===== config.mk =====
export PLATFORM = sky130hd
export DESIGN_NAME = serial_clk_fs_gen
export DESIGN_NICKNAME = d
export VERILOG_FILES = /design/src/rtl/sfg_pkg.sv /design/src/rtl/sfg_ctrl.sv /design/src/rtl/sfg_datapath.sv /design/src/rtl/serial_clk_fs_gen.sv
export SDC_FILE = /design/constraint.sdc
export NUM_CORES = 1
export LEC_CHECK = 0
export ABC_AREA = 1
export BUFFER_PORTS_ARGS = -buffer_cell sky130_fd_sc_hd__clkbuf_2
export CORE_MARGIN = 5
export CORE_UTILIZATION = 30
export DETAILED_ROUTE_END_ITERATION = 8
export PLACE_DENSITY = 0.55
export RECOVER_POWER = 100
export SYNTH_ARGS = -nofsm -noshare
export SYNTH_HDL_FRONTEND = slang
export SYNTH_SLANG_ARGS = --single-unit

===== constraint.sdc =====
create_clock -name clk -period 1.7 [get_ports clk]
set_clock_uncertainty 0.15 [all_clocks]
set_input_delay 0.085 -clock clk [delete_from_list [all_inputs] [get_ports clk]]
set_output_delay 0.085 -clock clk [all_outputs]
set_load 0.02 [all_outputs]

===== src/rtl/sfg_pkg.sv =====
package sfg_pkg;
  localparam int DIV_W = 8;
  localparam int WID_W = 8;
  localparam int PER_W = 12;
  localparam int DIV_LSB = 0;
  localparam int WID_LSB = 8;
  localparam int PER_LSB = 16;
  localparam int PERIODIC_BIT = 28;
  localparam int INTSRC_BIT = 29;
  localparam int CLKRUN_BIT = 22;
  localparam int FSRUN_BIT = 23;
  localparam logic [1:0] ADDR_GEN = 2'd0;
  localparam logic [1:0] ADDR_CTRL = 2'd1;
  localparam logic [1:0] ADDR_PIN = 2'd2;

  typedef struct packed {
    logic             intSrc;
    logic             periodic;
    logic [PER_W-1:0] period;
    logic [WID_W-1:0] width;
    logic [DIV_W-1:0] div;
  } genCfg_t;

  typedef struct packed {
    logic clkRun;
    logic fsRun;
    logic fsLive;
  } strobe_t;
endpackage


===== src/rtl/sfg_ctrl.sv =====
module sfg_ctrl
  import sfg_pkg::*;
(
  input  logic        clk,
  input  logic        rstN,
  input  logic        wrEn,
  input  logic [1:0]  wrAddr,
  input  logic [31:0] wrData,
  input  logic        dataLoad,
  input  logic        bitTick,
  input  logic        frameEnd,
  output genCfg_t     actCfg,
  output strobe_t     strobes,
  output logic [3:0]  pinPol,
  output logic [3:0]  pinDir
);
  genCfg_t shadowCfg;
  logic clkRunQ, fsRunQ, armedQ, commit;
  logic unusedBits;
  assign unusedBits = ^wrData[31:30];

  always_ff @(posedge clk) begin
    if (!rstN) begin
      shadowCfg <= '0;
      clkRunQ   <= 1'b0;
      fsRunQ    <= 1'b0;
      pinPol    <= '0;
      pinDir    <= '0;
    end else if (wrEn) begin
      case (wrAddr)
        ADDR_GEN: begin
          shadowCfg.div      <= wrData[DIV_LSB +: DIV_W];
          shadowCfg.width    <= wrData[WID_LSB +: WID_W];
          shadowCfg.period   <= wrData[PER_LSB +: PER_W];
          shadowCfg.periodic <= wrData[PERIODIC_BIT];
          shadowCfg.intSrc   <= wrData[INTSRC_BIT];
        end
        ADDR_CTRL: begin
          clkRunQ <= wrData[CLKRUN_BIT];
          fsRunQ  <= wrData[FSRUN_BIT];
        end
        ADDR_PIN: begin
          pinPol <= wrData[3:0];
          pinDir <= wrData[11:8];
        end
        default: ;
      endcase
    end
  end

  always_comb begin
    strobes.clkRun = clkRunQ;
    strobes.fsRun  = fsRunQ;
    strobes.fsLive = actCfg.periodic | armedQ;
  end

  // settings move only when no frame is in flight or at its last bit
  assign commit = !clkRunQ || (bitTick && !(fsRunQ && strobes.fsLive)) || frameEnd;

  always_ff @(posedge clk) begin
    if (!rstN)       actCfg <= '0;
    else if (commit) actCfg <= shadowCfg;
  end

  always_ff @(posedge clk) begin
    if (!rstN)                                     armedQ <= 1'b0;
    else if (!clkRunQ || !fsRunQ || actCfg.periodic) armedQ <= 1'b0;
    else if (armedQ && frameEnd)                   armedQ <= 1'b0;
    else if (dataLoad)                             armedQ <= 1'b1;
  end

  p_hold_cfg_r8: assert property (@(posedge clk) disable iff (!rstN)
    !commit |=> $stable(actCfg));
  p_one_frame_r9: assert property (@(posedge clk) disable iff (!rstN)
    (armedQ && frameEnd) |=> !strobes.fsLive || actCfg.periodic);
endmodule


===== src/rtl/sfg_datapath.sv =====
module sfg_datapath
  import sfg_pkg::*;
(
  input  logic    clk,
  input  logic    rstN,
  input  genCfg_t actCfg,
  input  strobe_t strobes,
  input  logic    extClk,
  output logic    bitTick,
  output logic    frameEnd,
  output logic    bitClk,
  output logic    fsActive
);
  logic [DIV_W-1:0] divCnt;
  logic [PER_W-1:0] fsCnt;
  logic extPrev, srcTick, frameOn;

  always_ff @(posedge clk) begin
    if (!rstN) extPrev <= 1'b0;
    else       extPrev <= extClk;
  end

  assign srcTick  = actCfg.intSrc ? 1'b1 : (extClk & ~extPrev);
  assign bitTick  = strobes.clkRun && srcTick && (divCnt == actCfg.div);
  assign frameOn  = strobes.clkRun && strobes.fsRun && strobes.fsLive;
  assign frameEnd = bitTick && frameOn && (fsCnt == actCfg.period);

  always_ff @(posedge clk) begin
    if (!rstN || !strobes.clkRun) divCnt <= '0;
    else if (srcTick) divCnt <= (divCnt == actCfg.div) ? '0 : divCnt + 1'b1;
  end

  always_ff @(posedge clk) begin
    if (!rstN || !frameOn) fsCnt <= '0;
    else if (bitTick)      fsCnt <= (fsCnt == actCfg.period) ? '0 : fsCnt + 1'b1;
  end

  assign bitClk   = strobes.clkRun && (divCnt > (actCfg.div >> 1));
  assign fsActive = frameOn && (fsCnt <= {{(PER_W-WID_W){1'b0}}, actCfg.width});

  p_div_range_r1: assert property (@(posedge clk) disable iff (!rstN)
    strobes.clkRun |-> divCnt <= actCfg.div);
  p_fs_range_r2: assert property (@(posedge clk) disable iff (!rstN)
    fsCnt <= actCfg.period);
  p_frame_wrap_r2: assert property (@(posedge clk) disable iff (!rstN)
    frameEnd |=> fsCnt == '0);
  p_stop_clear_r5: assert property (@(posedge clk) disable iff (!rstN)
    !strobes.clkRun |=> (divCnt == '0 && fsCnt == '0));
endmodule


===== src/rtl/serial_clk_fs_gen.sv =====
module serial_clk_fs_gen
  import sfg_pkg::*;
(
  input  logic        clk,
  input  logic        rstN,
  input  logic        wrEn,
  input  logic [1:0]  wrAddr,
  input  logic [31:0] wrData,
  input  logic        extClk,
  input  logic        dataLoad,
  output logic        rxClkO,
  output logic        txClkO,
  output logic        rxFsO,
  output logic        txFsO,
  output logic [3:0]  pinOe
);
  genCfg_t actCfg;
  strobe_t strobes;
  logic [3:0] pinPol, pinDir;
  logic bitTick, frameEnd, bitClk, fsActive;

  sfg_ctrl ctrl_i (
    .clk(clk), .rstN(rstN), .wrEn(wrEn), .wrAddr(wrAddr), .wrData(wrData),
    .dataLoad(dataLoad), .bitTick(bitTick), .frameEnd(frameEnd),
    .actCfg(actCfg), .strobes(strobes), .pinPol(pinPol), .pinDir(pinDir)
  );

  sfg_datapath dp_i (
    .clk(clk), .rstN(rstN), .actCfg(actCfg), .strobes(strobes), .extClk(extClk),
    .bitTick(bitTick), .frameEnd(frameEnd), .bitClk(bitClk), .fsActive(fsActive)
  );

  assign rxClkO = bitClk   ^ pinPol[0];
  assign txClkO = bitClk   ^ pinPol[1];
  assign rxFsO  = fsActive ^ pinPol[2];
  assign txFsO  = fsActive ^ pinPol[3];
  assign pinOe  = pinDir;

  p_idle_out_r5: assert property (@(posedge clk) disable iff (!rstN)
    !strobes.clkRun |-> (txClkO == pinPol[1] && txFsO == pinPol[3]));
endmodule


# Word-level counts from Yosys, hierarchy flattened
# Cells that the tools add are included.
# Widths: inputs -> output; s select.
# classes
n_addsub	2
n_lt_le_gt_ge	2
eq_ne	4
n_mux	3
n_bitwise	8
reduce_logical	27
# ops
op	n
$add 12x1->12 const B	1
$eq 12x12->1	1
$le 12x8->1	1
$mux 12	1
$logic_and 1x1->1	11
$add 8x1->8 const B	1
$eq 8x8->1	1
$gt 8x7->1	1
$mux 8	1
$logic_or 1x1->1	6
$reduce_and 2->1	3
$logic_not 1->1	5
$xor 1x1->1	4
$reduce_or 3->1	1
$eq 2x1->1 const B	1
$eq 2x2->1 const B	1
$logic_not 2->1	1
$not 1->1	2
$and 1x1->1	1
$mux 1	1
$or 1x1->1	1
# word_totals
ff_bits	92
output_inout_bits	8

# Logic depth before layout (Yosys ltp)
# Gate-level depths: netlist (run 1).
# depth
word_depth	9
mapped_depth	12
depth_no_buf	11

# Cells and area by module
# From an unflattened synthesis (run 1), not the netlist that was laid out.
# hier_totals
hier_cells	715
hier_area_um2	4785.8
# modules_own_cells
mod	n_inst	cells_per_inst	area_each_um2
sfg_ctrl	1	384	2808.9
sfg_datapath	1	313	1909.3
serial_clk_fs_gen	1	18	67.6

# Worst setup path after synthesis (run 1)
# OpenSTA, ideal clock, no wires.
# synth_path
kind	register to output
startpoint	reg dp_i.fsCnt[7]
endpoint	out rxFsO
arrival_ns	1.536
setup_slack_ns	-0.071
stages_incl_launch_ff	9
n_path_buf	0
cell_sequence	dfxtp_1 > ha_1 > nand2_1 > nor3_1 > nand2_1 > nand2_1 > nand2_1 > nand2_1 > xor2_1
# synth_via
elab_chain_len	3
# synth_lines
element	line_no	rtl
from (decl)	sfg_datapath.sv:15	logic [PER_W-1:0] fsCnt;
from (signal assigned)	sfg_datapath.sv:35	else if (bitTick) fsCnt <= (fsCnt == actCfg.period) ? '0 : fsCnt + 1'b1;
$le 12x8->1	sfg_datapath.sv:39	assign fsActive = frameOn && (fsCnt <= {{(PER_W-WID_W){1'b0}}, actCfg.width});
$logic_and 1x1->1	sfg_datapath.sv:39	
$xor 1x1->1	serial_clk_fs_gen.sv:35	assign rxFsO = fsActive ^ pinPol[2];
to (decl)	serial_clk_fs_gen.sv:13	output logic rxFsO,
# Every way passes these cells.

# Worst setup path after layout (run 1)
# layout_path
startpoint	reg ctrl_i.actCfg[4] (netlist name)
endpoint	out rxClkO
# layout_via
elab_chain_len	3
# layout_lines
element	line_no	rtl
$gt 8x7->1	sfg_datapath.sv:38	assign bitClk = strobes.clkRun && (divCnt > (actCfg.div >> 1));
$logic_and 1x1->1	sfg_datapath.sv:38	
$xor 1x1->1	serial_clk_fs_gen.sv:33	assign rxClkO = bitClk ^ pinPol[0];
to (decl)	serial_clk_fs_gen.sv:11	output logic rxClkO,
# Every way passes these cells.

==> impl_metrics.yaml, run 1 <==
global_route:
  overflow: 0
  antenna_found_initial: 0
  track_usage: 0.148
  grt_pass1_wl_mm: 21.7
  grt_pass1_vias: 4447
  grt_max_degree: 67
clock_network:
  cts_made_buffers: 9
  clk_pin_slew_ns: 0.07
  tritoncts: "yes"
  cts_root_buf: "clkbuf_16"
  clk_path_buf_depth: 2
  htree_levels: 3
  clock_sinks: 92
  insertion_delay_ns: 0.35
floorplanning:
  die_w_um: 133
  die_h_um: 133
  core_area_um2: 15000
  start_util: 0.302
  die_area_um2: 17700
  row_count: 45
  io_pins: 47
worst_setup_path:
  endpoint_kind: "output pin"
  critical_path_depth: 10
  cp-start-kind: "flop"
  slowest_delay_ns: 0.36
  cpMaxStageDelayCell: "dfxtp_2"
  cp_cell_sequence: "inv_4, ha_4, a21oi_1, o21a_1, o211ai_1, buf_4, nand2_2, nand2_1, nand2_1, clkbuf_8"
  cp.arrival_ns: 2.00
  path_class: "flop to output pin"
  required_ns: 1.46
  cp_top_family: "compound AO/OA/AOI/OAI gates"
  path_buf_inv: 3
  crit_path_max_fanout: 3
  cpMostUsedCell: "nand2_1"
  reg2regPathDepth: 11
timing:
  relSlewSlack: 0.578
  tns_ns: -11.45
  rsz0062_at_grt: "true"
  tightest_slew_ns: 0.633
  timing.fmax_ghz: 0.447
  fin_crit_sh: 1.32
  fin_ws_ns: -0.540
  final_hold_viol_count: 0
  finalMaxSlewViolations: 0
  setup_viol: 48
  period_minus_slack_ns: 2.24
placement:
  gp_congestion: 0.829
  portBuffers: 44
  dpl_cell_area_um2: 5520
  hpwl_mm: 8.25
  dp.cells: 941
flow_run:
  maxCapViolCount: 0
synth:
  synth_area_leader_cell: "dfxtp_1"
  yosys_warnings: 0
  yosys_most_used_dff: "dfxtp_1"
  syn_inst: 659
  synth_common_cells: "nand2_1 (127), nor2_1 (123), dfxtp_1 (92)"
  yosysSeqAreaShare: 0.405
  synthTopCellsByArea: "dfxtp_1 (41%), nand2_1 (10%), nor2_1 (10%), a21oi_1 (5.8%), inv_1 (5.1%)"
  syn-cell-area_um2: 4540
  synth_edf_count: 0
  avgSynthCellArea_um2: 6.90
  synth_cell_type_count: 29
  yosysMostFrequentCell: "nand2_1"
  synth_seq_cells: 92
  syn-num-nets: 715
  yosys.area.top_type_share: 0.405
  synth-async-reset-ratio: 0
cells_and_area:
  n_antenna_cell: 0
  final_area_um2: 7230
  drive_gt1_frac: 0.368
  ff_latch_area_um2: 1880
  syn_to_final_growth_pct: 59.0
  multi_input_area_um2: 2790
  instances_no_fill: 1030
  nets: 893
  fillers: 1386
power_and_ir_drop:
  leakage_nw: 3.11
  vdd_drop_max_mv: 0.557
  power_switching_mw: 1.51
  p_comb_frac: 0.179
  p_seq_frac: 0.440
  power.density_nw_per_um2: 727
  internal-power_mw: 3.74
  swShare: 0.287
  pwr-share-clk: 0.381
min_path:
  hold_path.class: "primary input to flop"
  whs_path_depth: 5
outcome:
  violations: "setup timing"
  status: "finished, violations left"
routing:
  routedWlPerCell_um: 13.6
  wl_met1_mm: 6.67
  vias: 4659
  drc: 0
  route.met2.wl_mm: 6.78
  drt_first_iter_violations: 196
  routed_via_density: 4.52
  dr_wl_met3_um: 424
  wl_mm: 14.0
  drtAntennaViolNets: 0
  highest_layer: "met4"
  drt_pass1_iterations: 4
area by class of cell:
cell class / count / share of cell area
timing repair buffer: 196 / 0.243
sequential: 92 / 0.260
clock inverter: 7 / 0.00866
multi-input combinational: 464 / 0.386
tap: 188 / 0.0325
inverter: 74 / 0.0391
clock buffer: 9 / 0.0312
flip-flops by register name, summed over array words and instances, names as in the netlist, 4 cells and up:
name,count
ctrl_i.actCfg,30
ctrl_i.pinDir,4
dp_i.fsCnt,12
ctrl_i.pinPol,4
dp_i.divCnt,8
ctrl_i.shadowCfg,30
worst paths after layout:
check | from | endpoint | slack (ns)
setup / recovery | ctrl_i.actCfg[4]$_SDFFE_PN0P_ | rxClkO | -0.54
hold / removal | rstN | ctrl_i.armedQ$_SDFFE_PP0P_ | 0.02
setup reg to reg | dp_i.divCnt[0]$_SDFFE_PP0N_ | ctrl_i.actCfg[24]$_SDFFE_PN0P_ | -0.31
hold reg to reg | ctrl_i.pinDir[3]$_SDFFE_PN0P_ | ctrl_i.pinDir[3]$_SDFFE_PN0P_ | 0.30
kinds of logic after synthesis:
family	synth area share
xor+xnor	0.0385
fa+ha+maj	0.0468
compound gates	0.117
simple gates	0.298
flops	0.405
buf+inv	0.0936
what timing repair did:
| item | in CTS | in global routing |
|---|---|---|
| pin swaps | 29 | 28 |
| setup endpoints to repair | 46 | 53 |
| gates cloned | 4 | 3 |
| setup buffers | 18 | 16 |
| endpoints found under the hold margin | 42 | 0 |
| resized for setup | 98 | 74 |
| hold buffers | 35 | 0 |
cells in the final DEF, fill, tap and decap left out, types with 3 or more instances in the layout:
cell and n:
nor2_1 117, nand2_1 113, buf_4 86, dfxtp_1 68, inv_1 55, o21ai_0 42, clkbuf_2 36, dlygate4sd3_1 35
a21oi_2 29, nand3_1 25, a21oi_1 22, dfxtp_2 22, nand3_2 18, inv_2 17, xor2_1 14, clkbuf_16 12
buf_6 12, nand2_2 11, ha_4 10, buf_12 10, nand4_1 9, ha_1 7, clkbuf_1 7, nor2_2 6
nor3_1 6, o21ai_1 4, xnor2_2 4, nand2_4 3, nor2_4 3, a21oi_4 3, nor3_2 3, nand3b_1 3
inv_6 3, buf_16 3
tightest hold or removal path, cell delays in order:
cell and delay (ns):
clkbuf_2 0.14, inv_1 0.10, nor3_1 0.06, nand2_1 0.06
inv_1 0.03
power by group through the flow:
stage          logic [mW]  registers [mW]  clock network (mW)
2_1_floorplan       0.397            2.34                   0
3_3_place_gp        0.638            2.35                   0
3_5_place_dp        0.636            2.35                   0
4_1_cts             0.815            2.30                2.02
5_1_grt              1.03            2.32                2.12
6_report            0.942            2.31                2.00
per-layer routing:
layer  track usage  up-vias
met5             0        -
met4        0.0502        0
met3        0.0232       14
met2         0.244       71
met1         0.198     2114
li1              -     2460
stage by stage:
stage          setup slack (ns)  hold WS, ns  total power, mW  utilization
2_1_floorplan           -0.0707       0.0326             2.74            -
3_3_place_gp             -0.202        0.140             2.99        0.367
3_5_place_dp             -0.192        0.139             2.99        0.367
4_1_cts                  -0.428      0.00960             5.14        0.453
5_1_grt                  -0.600       0.0429             5.48        0.481
6_report                 -0.540       0.0173             5.25        0.481
Note: power is estimated with default switching activity, not from simulation.
==> run 2, diff against run 1 <==
--- a/config.mk
+++ b/config.mk
@@ -8,9 +8,9 @@
 export ABC_AREA = 1
 export BUFFER_PORTS_ARGS = -buffer_cell sky130_fd_sc_hd__clkbuf_2
 export CORE_MARGIN = 5
-export CORE_UTILIZATION = 30
+export CORE_UTILIZATION = 25
 export DETAILED_ROUTE_END_ITERATION = 8
-export PLACE_DENSITY = 0.55
+export PLACE_DENSITY = 0.49
 export RECOVER_POWER = 100
 export SYNTH_ARGS = -nofsm -noshare
 export SYNTH_HDL_FRONTEND = slang
==> impl_metrics.yaml, run 2 (synthesized netlist as in run 1, its figures left out) <==
timing:
  tns_ns: -14.39
  timing.fmax_ghz: 0.472
  rsz0062_at_grt: "true"
  period_minus_slack_ns: 2.12
  tightest_slew_ns: 0.763
  relSlewSlack: 0.491
  fin_crit_sh: 1.25
  final_hold_viol_count: 0
  setup_viol: 56
  finalMaxSlewViolations: 0
  fin_ws_ns: -0.421
  whs_ns: 0.0109
power_and_ir_drop:
  p_seq_frac: 0.438
  leakage_nw: 3.26
  power_switching_mw: 1.41
  swShare: 0.268
  power.density_nw_per_um2: 697
  vdd_drop_max_mv: 0.465
  internal-power_mw: 3.86
  p_comb_frac: 0.180
  pwr-share-clk: 0.382
worst_setup_path:
  reg2regPathDepth: 16
  cp-start-kind: "flop"
  path_class: "flop to output pin"
  crit_path_max_fanout: 3
  cp.arrival_ns: 1.89
  required_ns: 1.46
  endpoint_kind: "output pin"
cells_and_area:
  final_cell_mix: "nor2_1 (116), nand2_1 (112), buf_4 (83)"
  reg_top3: "ctrl_i.actCfg: 30 flops, ctrl_i.shadowCfg: 30 flops, dp_i.fsCnt: 12 flops"
  syn_to_final_growth_pct: 66.5
  final_area_um2: 7570
  drive_gt1_frac: 0.408
  mostFrequentLayoutCell: "nor2_1"
  final_util: 0.423
  n_antenna_cell: 0
  nets: 902
routing:
  drtAntennaViolNets: 0
  drt_pass1_iterations: 4
  routedWlPerCell_um: 13.6
  routed_via_density: 4.35
  vias: 4699
  wl_mm: 14.7
  drc: 0
  drt_first_iter_violations: 203
outcome:
  violations: "setup timing"
  status: "finished, violations left"
clock_network:
  clock_sinks: 92
  clk_path_buf_depth: 2
  cts_root_buf: "clkbuf_16"
  htree_levels: 3
  cts_made_buffers: 9
  insertion_delay_ns: 0.35
  clk_pin_slew_ns: 0.07
  tritoncts: "yes"
flow_run:
  maxCapViolCount: 0
floorplanning:
  die_h_um: 145
  core_area_um2: 17900
  die_area_um2: 21000
  row_count: 49
  io_pins: 47
  start_util: 0.254
  die_w_um: 145
placement:
  hpwl_mm: 8.65
  portBuffers: 44
  gp_congestion: 0.809
  dp_slack_ns: -0.188
  dpl_cell_area_um2: 5560
min_path:
  hold_path.class: "primary input to flop"
  whs_path_depth: 3
global_route:
  grt_pass1_vias: 4574
  grt_pass1_wl_mm: 23.5
  overflow: 0
  antenna_found_initial: 0
  track_usage: 0.142
  grt_max_degree: 73
[run 2: changes by cell type in the layout (fill, tap and decap cells not counted), sizes merged]
cell,change
clkinv,+2
inv,-4
buf,+11
clkbuf,-2
clkinvlp,+1
bufinv,+1
[run 2: worst paths after layout]
check	start	endpoint	slack, ns
max	dp_i.divCnt[4]$_SDFFE_PP0N_	rxClkO	-0.42
min	wrEn	ctrl_i.pinDir[2]$_SDFFE_PN0P_	0.01
max reg2reg	dp_i.divCnt[5]$_SDFFE_PP0N_	ctrl_i.actCfg[15]$_SDFFE_PN0P_	-0.40
min reg2reg	ctrl_i.pinDir[2]$_SDFFE_PN0P_	ctrl_i.pinDir[2]$_SDFFE_PN0P_	0.30
[run 2: worst max-delay path, cell delays in order, from the launching register on]
cell and delay [ns]:
dfxtp_2 0.35, buf_6 0.12, ha_4 0.25, nand4_1 0.13, o211ai_1 0.31, nand2_1 0.12
nand2_1 0.07, nand2_1 0.05, clkbuf_8 0.14
[run 2: metrics by stage]
step                instances  power [mW]
detailed placement        983        2.99
global route             1080        5.51
floorplan                 659        2.74
global placement          983        2.99
finish                   1080        5.27
CTS                      1070        5.22
[run 2: layer usage]
metal | routed length, um | track usage
met5 | 0 | 0
met1 | 6780 | 0.186
met4 | 270 | 0.0403
met2 | 7250 | 0.241
met3 | 429 | 0.0220
[run 2: power by group through the flow]
stage / Combinational, mW / Sequential, mW / Clock, mW
2_1_floorplan: 0.397 / 2.34 / 0
3_3_place_gp: 0.638 / 2.35 / 0
3_5_place_dp: 0.637 / 2.35 / 0
4_1_cts: 0.855 / 2.31 / 2.06
5_1_grt: 1.04 / 2.32 / 2.15
6_report: 0.947 / 2.31 / 2.01
[run 2: final cells by class]
type / count / area [um2]
multi-input cells: 464 / 2930
clock inverters: 6 / 62.6
well taps: 229 / 287
repair inverters: 1 / 6.26
fillers: 1814 / 10300
inverters: 74 / 292
repair buffers: 204 / 1880
clock buffers: 10 / 229
flip-flops and latches: 92 / 1880
[run 2: repair_timing]
item	CTS	global route
setup endpoints to repair	41	51
setup buffers	27	18
gates cloned	10	2
gates resized for setup	134	91
pin swaps	31	59
endpoints found under the hold margin	42	0
hold buffers	35	0
==> run 3, diff against run 2 <==
--- a/config.mk
+++ b/config.mk
@@ -9,7 +9,9 @@
 export BUFFER_PORTS_ARGS = -buffer_cell sky130_fd_sc_hd__clkbuf_2
 export CORE_MARGIN = 5
 export CORE_UTILIZATION = 25
+export CTS_BUF_LIST = sky130_fd_sc_hd__clkbuf_2 sky130_fd_sc_hd__clkbuf_4 sky130_fd_sc_hd__clkbuf_8
 export DETAILED_ROUTE_END_ITERATION = 8
+export HOLD_SLACK_MARGIN = 0.15
 export PLACE_DENSITY = 0.49
 export RECOVER_POWER = 100
 export SYNTH_ARGS = -nofsm -noshare
==> impl_metrics.yaml, run 3 (synthesized netlist as in run 1, its figures left out) <==
outcome:
  status: "finished, violations left"
  violations: "setup timing"
routing:
  vias: 4889
  routed_via_density: 4.38
  drtAntennaViolNets: 0
  routedWlPerCell_um: 14.0
  wl_mm: 15.6
  drt_first_iter_violations: 173
  drt_pass1_iterations: 4
  drc: 0
floorplanning:
  io_pins: 47
  die_h_um: 145
  row_count: 49
  core_area_um2: 17900
  die_w_um: 145
  start_util: 0.254
  die_area_um2: 21000
clock_network:
  clk_pin_slew_ns: 0.10
  cts_root_buf: "clkbuf_8"
  insertion_delay_ns: 0.38
  htree_levels: 3
  clock_sinks: 92
  clk_path_buf_depth: 2
  cts_made_buffers: 9
  tritoncts: "yes"
timing:
  relSlewSlack: 0.690
  fin_crit_sh: 1.28
  rsz0062_at_grt: "true"
  period_minus_slack_ns: 2.18
  tightest_slew_ns: 0.465
  fin_ws_ns: -0.482
  timing.fmax_ghz: 0.458
  final_hold_viol_count: 0
  finalMaxSlewViolations: 0
  tns_ns: -14.17
  setup_viol: 74
placement:
  dp_slack_ns: -0.188
  hpwl_mm: 8.65
  dpl_cell_area_um2: 5560
  portBuffers: 44
  dp.cells: 983
  gp_congestion: 0.809
worst_setup_path:
  crit_path_max_fanout: 2
  cp-start-kind: "flop"
  required_ns: 1.46
  reg2reg_slack_ns: -0.31
  cp.arrival_ns: 1.95
  cp_top_family: "simple AND/OR/NAND/NOR gates"
  path_buf_inv: 2
  path_class: "flop to output pin"
  cp_cell_sequence: "inv_2, ha_4, a21oi_1, o21ai_0, nor2_2, nand2_1, nand2_2, nand2_4, xor2_1, buf_4"
  slowest_delay_ns: 0.33
  endpoint_kind: "output pin"
  reg2regPathDepth: 11
  cpMaxStageDelayCell: "dfxtp_2"
  critical_path_depth: 10
min_path:
  whs_path_depth: 5
  hold_path.class: "primary input to flop"
power_and_ir_drop:
  vdd_drop_max_mv: 0.683
  power.density_nw_per_um2: 624
  leakage_nw: 3.39
cells_and_area:
  n_antenna_cell: 0
  final_cell_mix: "nor2_1 (119), nand2_1 (113), buf_4 (75)"
  reg_top3: "ctrl_i.actCfg: 30 flops, ctrl_i.shadowCfg: 30 flops, dp_i.fsCnt: 12 flops"
  drive_gt1_frac: 0.370
  instances_no_fill: 1117
  final_area_um2: 7740
  syn_to_final_growth_pct: 70.3
  final_util: 0.432
  ff_latch_area_um2: 1880
  mostFrequentLayoutCell: "nor2_1"
  multi_input_area_um2: 2820
  nets: 939
  fillers: 1823
global_route:
  grt_pass1_wl_mm: 23.1
  antenna_found_initial: 0
  overflow: 0
  grt_max_degree: 73
  track_usage: 0.138
  grt_pass1_vias: 4639
flow_run:
  maxCapViolCount: 0
run 3: layout make-up:
| type | count | share of cell area |
|---|---|---|
| Multi-Input combinational cell | 465 | 0.365 |
| Inverter | 74 | 0.0380 |
| Tap cell | 229 | 0.0370 |
| Clock inverter | 6 | 0.00809 |
| Clock buffer | 10 | 0.0170 |
| Timing Repair Buffer | 241 | 0.292 |
| Sequential cell | 92 | 0.243 |
run 3: what timing repair did:
item | in CTS | in global routing
gates cloned | 5 | 7
pin swaps | 32 | 41
gates resized for setup | 128 | 93
endpoints found under the setup margin | 40 | 87
hold buffers | 69 | 2
endpoints found under the hold margin | 81 | 2
buffers inserted | 28 | 19
run 3: worst paths after layout:
check | from | to
max reg2reg | dp_i.divCnt[0]$_SDFFE_PP0N_ | ctrl_i.actCfg[12]$_SDFFE_PN0P_
max | ctrl_i.actCfg[15]$_SDFFE_PN0P_ | rxFsO
min reg2reg | ctrl_i.pinDir[2]$_SDFFE_PN0P_ | ctrl_i.pinDir[2]$_SDFFE_PN0P_
min | wrAddr[1] | ctrl_i.shadowCfg[20]$_SDFFE_PN0P_
run 3: power by group:
group | internal [mW] | switching (mW)
Clock | 0.698 | 0.838
Sequential | 2.25 | 0.0601
Combinational | 0.499 | 0.487
run 3: tightest hold or removal path, stage by stage:
cell	delay [ns]
clkbuf_2	0.09
nor3_1	0.08
buf_4	0.24
o21ai_0	0.19
nor2_1	0.05
run 3: layer usage:
| metal | track usage | share of wire |
|---|---|---|
| met1 | 0.187 | 0.46 |
| met5 | 0 | 0 |
| met4 | 0.0525 | 0.018 |
| met2 | 0.227 | 0.49 |
| met3 | 0.0131 | 0.027 |
run 3: through the flow:
step / power (mW) / hold WS (ns)
finish: 4.83 / 0.240
global route: 5.05 / 0.299
CTS: 4.73 / 0.186
detailed placement: 2.99 / 0.142
global placement: 2.99 / 0.143
floorplan: 2.74 / 0.0326
